**src/rtl/sw_net4_pkg.sv**
```systemverilog
package sw_net4_pkg;
  localparam int DST_W = 2;
  localparam int NPORT = 4;

  typedef enum logic {
    SEL_TOP = 1'b0,
    SEL_BOT = 1'b1
  } sel_e;
endpackage

```
**src/rtl/sw_net4_fifo.sv**
```systemverilog
module sw_net4_fifo #(
  parameter int W     = 10,
  parameter int DEPTH = 2
) (
  input  logic         clk_i,
  input  logic         rst_ni,
  input  logic         push_i,
  input  logic [W-1:0] data_i,
  input  logic         pop_i,
  output logic [W-1:0] head_o,
  output logic         empty_o,
  output logic         full_o
);
  localparam int PW = (DEPTH > 1) ? $clog2(DEPTH) : 1;
  localparam int CW = $clog2(DEPTH + 1);

  logic [W-1:0]  mem_q [DEPTH];
  logic [PW-1:0] rd_q, wr_q;
  logic [CW-1:0] cnt_q;

  function automatic logic [PW-1:0] nxt(input logic [PW-1:0] p);
    return (p == PW'(DEPTH - 1)) ? '0 : p + PW'(1);
  endfunction

  always_ff @(posedge clk_i) begin
    if (push_i) mem_q[wr_q] <= data_i;
  end

  always_ff @(posedge clk_i or negedge rst_ni) begin
    if (!rst_ni) begin
      rd_q  <= '0;
      wr_q  <= '0;
      cnt_q <= '0;
    end else begin
      if (push_i) wr_q <= nxt(wr_q);
      if (pop_i)  rd_q <= nxt(rd_q);
      case ({push_i, pop_i})
        2'b10:   cnt_q <= cnt_q + CW'(1);
        2'b01:   cnt_q <= cnt_q - CW'(1);
        default: cnt_q <= cnt_q;
      endcase
    end
  end

  assign head_o  = mem_q[rd_q];
  assign empty_o = (cnt_q == '0);
  assign full_o  = (cnt_q == CW'(DEPTH));
endmodule

```
**src/rtl/sw_net4_arb.sv**
```systemverilog
module sw_net4_arb
  import sw_net4_pkg::*;
(
  input  logic       clk_i,
  input  logic       rst_ni,
  input  logic [1:0] req_i,   // front packet present per input
  input  logic [1:0] port_i,  // wanted output per input
  input  logic [1:0] room_i,  // output can take a packet this cycle
  output logic [1:0] gnt_o,
  output logic       ptr_o
);
  sel_e ptr_q;
  logic hi, lo;

  assign hi = (ptr_q == SEL_BOT);
  assign lo = ~hi;

  always_comb begin
    gnt_o     = '0;
    gnt_o[hi] = req_i[hi] && room_i[port_i[hi]];
    gnt_o[lo] = req_i[lo] && room_i[port_i[lo]]
                && !(gnt_o[hi] && (port_i[hi] == port_i[lo]));
  end

  always_ff @(posedge clk_i or negedge rst_ni) begin
    if (!rst_ni) ptr_q <= SEL_TOP;
    else         ptr_q <= (ptr_q == SEL_TOP) ? SEL_BOT : SEL_TOP;
  end

  assign ptr_o = hi;
endmodule

```
**src/rtl/sw_net4.sv**
```systemverilog
module sw_net4
  import sw_net4_pkg::*;
#(
  parameter int ID_W  = 8,
  parameter int DEPTH = 2,
  parameter int CNT_W = 16
) (
  input  logic                    clk_i,
  input  logic                    rst_ni,
  input  logic [NPORT-1:0]        in_valid_i,
  input  logic [NPORT*ID_W-1:0]   in_id_i,
  input  logic [NPORT*DST_W-1:0]  in_dst_i,
  output logic [NPORT-1:0]        out_valid_o,
  output logic [NPORT*ID_W-1:0]   out_id_o,
  output logic [NPORT*DST_W-1:0]  out_dst_o,
  output logic [NPORT*CNT_W-1:0]  arr_cnt_o,
  output logic [NPORT*CNT_W-1:0]  drop_cnt_o
);
  localparam int PKT_W = ID_W + DST_W;
  localparam int NSW   = NPORT / 2;

  logic [PKT_W-1:0] s0_head [NPORT];
  logic [PKT_W-1:0] s1_head [NPORT];
  logic [PKT_W-1:0] s1_din  [NPORT];
  logic [PKT_W-1:0] out_pkt [NPORT];
  logic [NPORT-1:0] s0_empty, s0_full, s0_pop, s0_push, drop;
  logic [NPORT-1:0] s1_empty, s1_full, s1_pop, s1_push, s1_avail;
  logic [2*NSW-1:0] sw_ptr;  // [NSW-1:0] first stage, upper half second stage

  // external inputs, first-stage queues, counters
  for (genvar i = 0; i < NPORT; i++) begin : g_in
    logic [CNT_W-1:0] arr_q, drop_q;

    assign s0_push[i] = in_valid_i[i] && (!s0_full[i] || s0_pop[i]);
    assign drop[i]    = in_valid_i[i] && s0_full[i] && !s0_pop[i];

    sw_net4_fifo #(.W(PKT_W), .DEPTH(DEPTH)) u_q0 (
      .clk_i  (clk_i),
      .rst_ni (rst_ni),
      .push_i (s0_push[i]),
      .data_i ({in_id_i[i*ID_W +: ID_W], in_dst_i[i*DST_W +: DST_W]}),
      .pop_i  (s0_pop[i]),
      .head_o (s0_head[i]),
      .empty_o(s0_empty[i]),
      .full_o (s0_full[i])
    );

    always_ff @(posedge clk_i or negedge rst_ni) begin
      if (!rst_ni) begin
        arr_q  <= '0;
        drop_q <= '0;
      end else begin
        if (in_valid_i[i]) arr_q  <= arr_q + CNT_W'(1);
        if (drop[i])       drop_q <= drop_q + CNT_W'(1);
      end
    end

    assign arr_cnt_o [i*CNT_W +: CNT_W] = arr_q;
    assign drop_cnt_o[i*CNT_W +: CNT_W] = drop_q;
  end

  // first stage: route on destination MSB, gated by second-stage room
  for (genvar s = 0; s < NSW; s++) begin : g_s0
    sw_net4_arb u_arb (
      .clk_i (clk_i),
      .rst_ni(rst_ni),
      .req_i (~s0_empty[2*s +: 2]),
      .port_i({s0_head[2*s+1][DST_W-1], s0_head[2*s][DST_W-1]}),
      .room_i({s1_avail[2+s], s1_avail[s]}),
      .gnt_o (s0_pop[2*s +: 2]),
      .ptr_o (sw_ptr[s])
    );

    for (genvar t = 0; t < NSW; t++) begin : g_link
      logic hit0, hit1;
      assign hit0 = s0_pop[2*s]   && (s0_head[2*s][DST_W-1]   == 1'(t));
      assign hit1 = s0_pop[2*s+1] && (s0_head[2*s+1][DST_W-1] == 1'(t));
      assign s1_push[2*t+s] = hit0 || hit1;
      assign s1_din[2*t+s]  = hit0 ? s0_head[2*s] : s0_head[2*s+1];
    end
  end

  // second stage: route on destination LSB, outputs always accept
  for (genvar t = 0; t < NSW; t++) begin : g_s1
    for (genvar s = 0; s < 2; s++) begin : g_q
      sw_net4_fifo #(.W(PKT_W), .DEPTH(DEPTH)) u_q1 (
        .clk_i  (clk_i),
        .rst_ni (rst_ni),
        .push_i (s1_push[2*t+s]),
        .data_i (s1_din[2*t+s]),
        .pop_i  (s1_pop[2*t+s]),
        .head_o (s1_head[2*t+s]),
        .empty_o(s1_empty[2*t+s]),
        .full_o (s1_full[2*t+s])
      );
      assign s1_avail[2*t+s] = !s1_full[2*t+s] || s1_pop[2*t+s];
    end

    sw_net4_arb u_arb (
      .clk_i (clk_i),
      .rst_ni(rst_ni),
      .req_i (~s1_empty[2*t +: 2]),
      .port_i({s1_head[2*t+1][0], s1_head[2*t][0]}),
      .room_i(2'b11),
      .gnt_o (s1_pop[2*t +: 2]),
      .ptr_o (sw_ptr[NSW+t])
    );

    for (genvar o = 0; o < 2; o++) begin : g_out
      logic hit0, hit1;
      assign hit0 = s1_pop[2*t]   && (s1_head[2*t][0]   == 1'(o));
      assign hit1 = s1_pop[2*t+1] && (s1_head[2*t+1][0] == 1'(o));
      assign out_valid_o[2*t+o] = hit0 || hit1;
      assign out_pkt[2*t+o]     = hit0 ? s1_head[2*t] : (hit1 ? s1_head[2*t+1] : '0);
      assign out_id_o [(2*t+o)*ID_W +: ID_W]   = out_pkt[2*t+o][PKT_W-1:DST_W];
      assign out_dst_o[(2*t+o)*DST_W +: DST_W] = out_pkt[2*t+o][DST_W-1:0];
    end
  end
endmodule

```
**config.mk**
```make
export PLATFORM = sky130hd
export DESIGN_NAME = sw_net4
export DESIGN_NICKNAME = d
export VERILOG_FILES = /design/src/rtl/sw_net4_pkg.sv /design/src/rtl/sw_net4_fifo.sv /design/src/rtl/sw_net4_arb.sv /design/src/rtl/sw_net4.sv
export SDC_FILE = /design/constraint.sdc
export NUM_CORES = 1
export LEC_CHECK = 0
export CAP_MARGIN = 25
export CORE_ASPECT_RATIO = 0.6
export CORE_UTILIZATION = 49
export CTS_CLUSTER_DIAMETER = 80
export DETAILED_ROUTE_END_ITERATION = 10
export PLACE_DENSITY = 0.74
export SLEW_MARGIN = 20
export SYNTH_ARGS = -nofsm -noshare
export SYNTH_HDL_FRONTEND = slang
export SYNTH_SLANG_ARGS = --single-unit
```
**constraint.sdc**
```tcl
create_clock -name clk_i -period 2.8 [get_ports clk_i]
set_clock_uncertainty 0.2 [all_clocks]
set_input_delay 0.28 -clock clk_i [delete_from_list [all_inputs] [get_ports clk_i]]
set_output_delay 0.28 -clock clk_i [all_outputs]
set_load 0.05 [all_outputs]
```
Word level (Yosys, flattened, before mapping):

Memories as Yosys holds them, arrays and structs flattened.
Cells that the tools add are included.

* register bits: 164
* memory bits (writable): 160
* output and inout port bits: 172
* memories: 8

Memory list
* g_in[0].u_q0.mem_q: depth 2, width 10, rd ports 1, clocked after Yosys merged registers in 0, wr ports 1, line sw_net4_fifo.sv:17 `logic [W-1:0] mem_q [DEPTH];`
* g_in[1].u_q0.mem_q: depth 2, width 10, rd ports 1, clocked after Yosys merged registers in 0, wr ports 1, line sw_net4_fifo.sv:17
* g_in[2].u_q0.mem_q: depth 2, width 10, rd ports 1, clocked after Yosys merged registers in 0, wr ports 1, line sw_net4_fifo.sv:17
* g_in[3].u_q0.mem_q: depth 2, width 10, rd ports 1, clocked after Yosys merged registers in 0, wr ports 1, line sw_net4_fifo.sv:17
* g_s1[0].g_q[0].u_q1.mem_q: depth 2, width 10, rd ports 1, clocked after Yosys merged registers in 0, wr ports 1, line sw_net4_fifo.sv:17
* g_s1[0].g_q[1].u_q1.mem_q: depth 2, width 10, rd ports 1, clocked after Yosys merged registers in 0, wr ports 1, line sw_net4_fifo.sv:17
* +2 memories

* add/subtract/negate cells: 40
* $lt $le $gt $ge: 24
* eq/ne operators: 28
* mux-type cells: 128
* bitwise logic cells: 20
* reductions and logical operators: 100

Operators by type and width (count)
* 16-bit by 1-bit adder with 16-bit output (second input constant): 8
* 10-bit two-way mux: 12
* 1-bit two-way mux: 96
* 1-bit logical AND: 52
* 2-bit == test (second input constant): 16
* 1-bit by 2-bit < comparator with 1-bit output (second input constant): 16
* 2-bit one-hot mux with 2 select lines: 8
* 1-bit adder (second input constant): 16
* 2-bit by 1-bit adder with 2-bit output (second input constant): 8
* 2-bit by 1-bit == test with 1-bit output (second input constant): 8
* 1-bit zero test: 16
* 2-bit zero test: 8
* 1-bit logical OR: 16
* 2-bit nonzero test: 8
* 2-bit by 1-bit subtractor with 2-bit output (second input constant): 8
* 1-bit inverter: 12
* 2-bit bitwise AND: 4
* 2-bit bitwise mux: 4
* 1-bit demux with 1-bit select: 8
* 1-bit greater-or-equal comparator (second input constant): 8
* 2-bit inverter: 4
* 1-bit == test: 4

Depth between registers and ports, before layout:

An unclocked memory read counts as a cell.

* depth after elaboration: 28
* mapped depth: 10

By module:

From an unflattened synthesis, not the netlist that was laid out.

* cells, all modules: 1033
* area total of the unflattened synthesis: 14259.9 sq um

By module, submodules not included
* sw_net4_fifo: times used 8, cells each 47, area an instance 907.1 sq um
* sw_net4: times used 1, cells each 609, area an instance 6612.6 sq um
* sw_net4_arb: times used 4, cells each 12, area an instance 97.6 sq um

Least setup slack after synthesis:

OpenSTA, ideal clock, no wires.

* path type: reg-to-output
* from: register g_s1[0].g_q[1].u_q1.rd_q
* to: output port out_dst_o[3]
* arrival: 2.456 ns
* required time: 2.320 ns
* path slack: -0.136 ns
* cell stages (with the launch flop): 7
* cells stage by stage: dfrtp_1 > mux2i_1 > xor2_1 > nor2_1 > or3_1 > clkbuf_1 > o22ai_1

* longest elaborated chain between the ends: 11
* elaborated cells between the ends (all ways): 14
* those cells by class: eq/ne (1); mux (7); reduce/logical (5); memory (1)

Ends and longest elaborated chain
* from (decl): line sw_net4_fifo.sv:18 `logic [PW-1:0] rd_q, wr_q;`
* from (signal assigned): line sw_net4_fifo.sv:36 `if (pop_i) rd_q <= nxt(rd_q);`
* memory 2 x 10 bit *
* 1-bit two-way mux (not written as such) (2 in a row): line sw_net4_arb.sv:22 `&& !(gnt_o[hi] && (port_i[hi] == port_i[lo]));`
* 1-bit == test: line sw_net4_arb.sv:22
* 1-bit logical AND: line sw_net4_arb.sv:22
* 1-bit zero test: line sw_net4_arb.sv:22
* 1-bit logical AND: line sw_net4_arb.sv:22
* 2-bit bitwise mux: line sw_net4_arb.sv:21 `gnt_o[lo] = req_i[lo] && room_i[port_i[lo]]`
* 1-bit logical AND: line sw_net4.sv:112 `assign hit1 = s1_pop[2*t+1] && (s1_head[2*t+1][0] == 1'(o));`
* 10-bit two-way mux: line sw_net4.sv:114 `assign out_pkt[2*t+o] = hit0 ? s1_head[2*t] : (hit1 ? s1_head[2*t+1] : '0);`
* 10-bit two-way mux *: line sw_net4.sv:114
* to (decl): line sw_net4.sv:15 `output logic [NPORT*DST_W-1:0] out_dst_o,`

Every way passes the cells marked *; elsewhere a longest branch is shown, timed or not. The select of a mux whose other input is x is not followed.

Worst setup path after layout:

* from: register g_s1[1].g_q[0].u_q1.rd_q
* to: output port out_id_o[23]

* longest elaborated chain between the ends: 11
* elaborated cells between the ends (all ways): 15
* those cells by class: eq/ne (1); mux (7); bitwise (1); reduce/logical (5); memory (1)

Ends and longest elaborated chain
* from (decl): line sw_net4_fifo.sv:18
* from (signal assigned): line sw_net4_fifo.sv:36
* memory 2 x 10 bit *
* 1-bit two-way mux (not written as such) (2 in a row): line sw_net4_arb.sv:22
* 1-bit == test: line sw_net4_arb.sv:22
* 1-bit logical AND: line sw_net4_arb.sv:22
* 1-bit zero test: line sw_net4_arb.sv:22
* 1-bit logical AND: line sw_net4_arb.sv:22
* 2-bit bitwise mux: line sw_net4_arb.sv:21
* 1-bit logical AND: line sw_net4.sv:112
* 10-bit two-way mux: line sw_net4.sv:114
* 10-bit two-way mux *: line sw_net4.sv:114
* to (decl): line sw_net4.sv:14 `output logic [NPORT*ID_W-1:0] out_id_o,`

Marks and branches as above.

==> run metrics <==
outcome finished, violations left; failing checks negative setup slack; TritonCTS clock tree yes; HPWL Detailed 24600 microns; num ports 218; RR Startpoint g_s1[1].g_q[0].u_q1.rd_q$_DFFE_PN0N_; H-tree depth 1; Max clock buf depth 3; initial antenna violation count 0; Worst Path Max Fanout 10; Critical Path AT 2610 ps; placer's final routability congestion estimate 0.904; min Tclk post-route 3090 ps; Cells after Synth 1085; Period Utilization, post-route 1.10; max-slew violation count 0; CTS Sinks 324; Iter 0 DRT Violations 771; chip width 222 microns; Synth cell types 55; final layout net count 1461; Peak Freq 324 MHz; Post-synth EDFFs 160; Buffers on Ports 215; Crit path buffers/inverters 1; final worst slack -287 ps; final WL 36700 microns; nature of the critical path startpoint flop; vias in the first global route 9961; post-detailed-route wirelength per cell 20.4 microns; Final ANT Viol Nets 0; Mapped Avg Cell Area 13.1 sq um; worst setup path endpoint out_id_o[23]; register area share after synthesis 0.625; filler instances 1869; met2 usage 0.358; element type at the critical path end output port; Worst-Skew Late Latency 570 ps; critical path class flop to output port; Slew @ Worst Pin 746 ps; slew margin rel. 0.488; met3 Use GR 0.0449; delay-heaviest family, CP simple AND/OR/NAND/NOR gates; Worst path depth 7; unrepaired setup endpoints after global routing yes; Die ar. 29800 sq um; vias per cell 5.58; Final Hold Viols 0; # DRC 0; GR Overflow Total 0; DRT Pass-1 Iters 5; Worst-path clk slew 60 ps; # diodes 0; first-pass GRT wire length 56200 microns; global-route usage over all layers 0.242; Register Area 8910 sq um; DR vias 10000; Initial Util 0.508; Core Box Area 28100 sq um; RR Endpoint g_s1[1].g_q[1].u_q1.cnt_q[1]$_DFFE_PN0P_; R2R depth 11; HP Class input pin to asynchronous set/reset pin; most used routing layer met1; slowest stage cell on the critical path dfrtp_1; number of synthesized register bits 324; synthesized area 14300 sq um; Synth Flop Type dfrtp_1; met1 Use GR 0.373; count of final setup violators 64; largest net degree at the start of global routing 63; share of cells above drive strength 1 0.205; footprint of the multi-input gates 5890 sq um; Critical Path Start g_s1[1].g_q[0].u_q1.rd_q$_DFFE_PN0N_; TritonCTS buffer count 30; CP peak stage delay 430 ps; Fin Setup TNS -9680 ps; num rows 47; Die Y 134 microns; CP Cell Sequence mux2i_4 > xor2_2 > nor2_2 > nor2_1 > nand2_4 > o22ai_2 > buf_12; YS warnings 0; Post-synth ARST share 0.506; FF-to-FF setup slack -180 ps; maxcap violations 0; WP data required 2320 ps; root buffer cell clkbuf_16; Area Growth Syn to Fin 38.8%
[cell usage after synthesis, types with 2 or more instances]
master	count	area, sq um
nand2b_1	5	31.3
nor2b_1	3	18.8
o22ai_1	36	225
a21oi_1	13	65.1
a211o_1	3	26.3
a21o_1	2	15.0
a221oi_1	2	17.5
o21ai_0	9	45.0
buf_4	2	15.0
nand4_1	27	169
a31oi_1	6	37.5
o31ai_1	2	15.0
or2_2	2	12.5
nor2_1	63	236
and3_1	31	194
dfrtp_1	164	4100
nor3_1	19	95.1
and4_1	7	61.3
or3_1	4	25.0
buf_2	6	30.0
xor2_1	52	455
clkbuf_1	22	82.6
nor4_1	6	37.5
o211ai_1	6	45.0
nor3b_1	4	30.0
o32a_1	2	20.0
xnor2_1	106	928
edfxtp_1	160	4800
ha_1	12	150
and2_1	7	43.8
mux2_2	13	146
nand2_1	64	240
a22oi_1	2	15.0
a211oi_1	2	15.0
mux2i_1	119	1190
nor4b_1	4	35.0
buf_1	4	15.0
inv_1	25	93.8
nand3_1	53	265
[state kept, by name, summed over array words and instances, names as in the netlist]
signal and cells:
g_s1.u_arb.ptr_o 2, g_in.drop_q 64, g_in.u_q0.mem_q 80, g_s1.g_q.u_q1.mem_q 80
g_in.u_q0.rd_q 4, g_in.u_q0.cnt_q 8, g_s1.g_q.u_q1.rd_q 4, g_s1.g_q.u_q1.cnt_q 8
g_s1.g_q.u_q1.wr_q 4, g_s0.u_arb.ptr_o 2, g_in.arr_q 64, g_in.u_q0.wr_q 4
[final cells by class]
| type | instances | area share |
|---|---|---|
| inverters | 25 | 0.00474 |
| clock inverters | 10 | 0.00449 |
| repair buffers | 317 | 0.175 |
| multi-input cells | 705 | 0.298 |
| well taps | 367 | 0.0232 |
| clock buffers | 46 | 0.0446 |
| flip-flops and latches | 324 | 0.450 |
[repair_timing]
item / 4_1_cts / 5_1_grt
pin swaps: 17 / 24
setup endpoints to repair: 53 / 158
cloned: 4 / 1
endpoints found under the hold margin: 164 / 0
resized for setup: 99 / 43
buffers inserted: 11 / 11
hold buffers: 1 / 0
[metrics by stage]
step / instance area (sq um) / hold slack, ps / worst slack [ps] / cells / util
floorplan: 14400 / -216 / -136 / 1086 / -
global placement: 17800 / 64.9 / -32.8 / 1711 / 0.636
detailed placement: 17800 / 63.3 / -172 / 1711 / 0.636
CTS: 19500 / 39.0 / -239 / 1783 / 0.694
global route: 19800 / 71.9 / -360 / 1794 / 0.706
finish: 19800 / 47.3 / -287 / 1794 / 0.706
[per-layer routing]
metal | part of all wire | routed length [microns]
met5 | 0 | 0
met4 | 0.017 | 617
met3 | 0.064 | 2360
met2 | 0.45 | 16400
met1 | 0.47 | 17300
[worst min path at each step]
stage | from | endpoint | depth (start not counted)
global route | in_id_i[28] | g_in[3].u_q0.mem_q[1][6]$_DFFE_PP_ | 1
finish | rst_ni | g_in[1].arr_q[11]$_DFFE_PN0P_ | 2
floorplan | rst_ni | g_in[0].arr_q[0]$_DFFE_PN0P_ | 0
CTS | rst_ni | g_in[1].arr_q[9]$_DFFE_PN0P_ | 2
global placement | rst_ni | g_in[1].arr_q[11]$_DFFE_PN0P_ | 1
detailed placement | rst_ni | g_in[1].arr_q[11]$_DFFE_PN0P_ | 1
[layout by cell type (no fill, tap or decap), types with 5 or more instances in the layout]
| cell | instances |
|---|---|
| a21oi_1 | 11 |
| a31oi_1 | 6 |
| and2_1 | 7 |
| and3_1 | 31 |
| and4_1 | 7 |
| buf_12 | 48 |
| buf_4 | 83 |
| buf_6 | 11 |
| clkbuf_1 | 10 |
| clkbuf_16 | 31 |
| clkbuf_8 | 5 |
| clkdlybuf4s50_1 | 172 |
| clkinv_2 | 6 |
| dfrtp_1 | 164 |
| edfxtp_1 | 160 |
| ha_1 | 12 |
| inv_1 | 25 |
| mux2_2 | 13 |
| mux2i_1 | 114 |
| mux2i_4 | 5 |
| nand2_1 | 54 |
| nand2_4 | 7 |
| nand3_1 | 53 |
| nand4_1 | 27 |
| nor2_1 | 54 |
| nor2_2 | 6 |
| nor3_1 | 19 |
| nor4_1 | 5 |
| o211ai_1 | 6 |
| o21ai_0 | 8 |
| o22ai_2 | 8 |
| o22ai_4 | 28 |
| xnor2_1 | 104 |
| xor2_1 | 50 |
[kinds of logic after synthesis]
| logic type | synth area share |
|---|---|
| compound gates | 0.0487 |
| buf+inv | 0.0166 |
| other cells | 0.000263 |
| flops | 0.625 |
| mux | 0.0954 |
| xor+xnor | 0.0971 |
| simple gates | 0.106 |
| fa+ha+maj | 0.0105 |
Power is not shown: default switching activity piles up to over one toggle a cycle in this logic, so the estimate is an artifact.
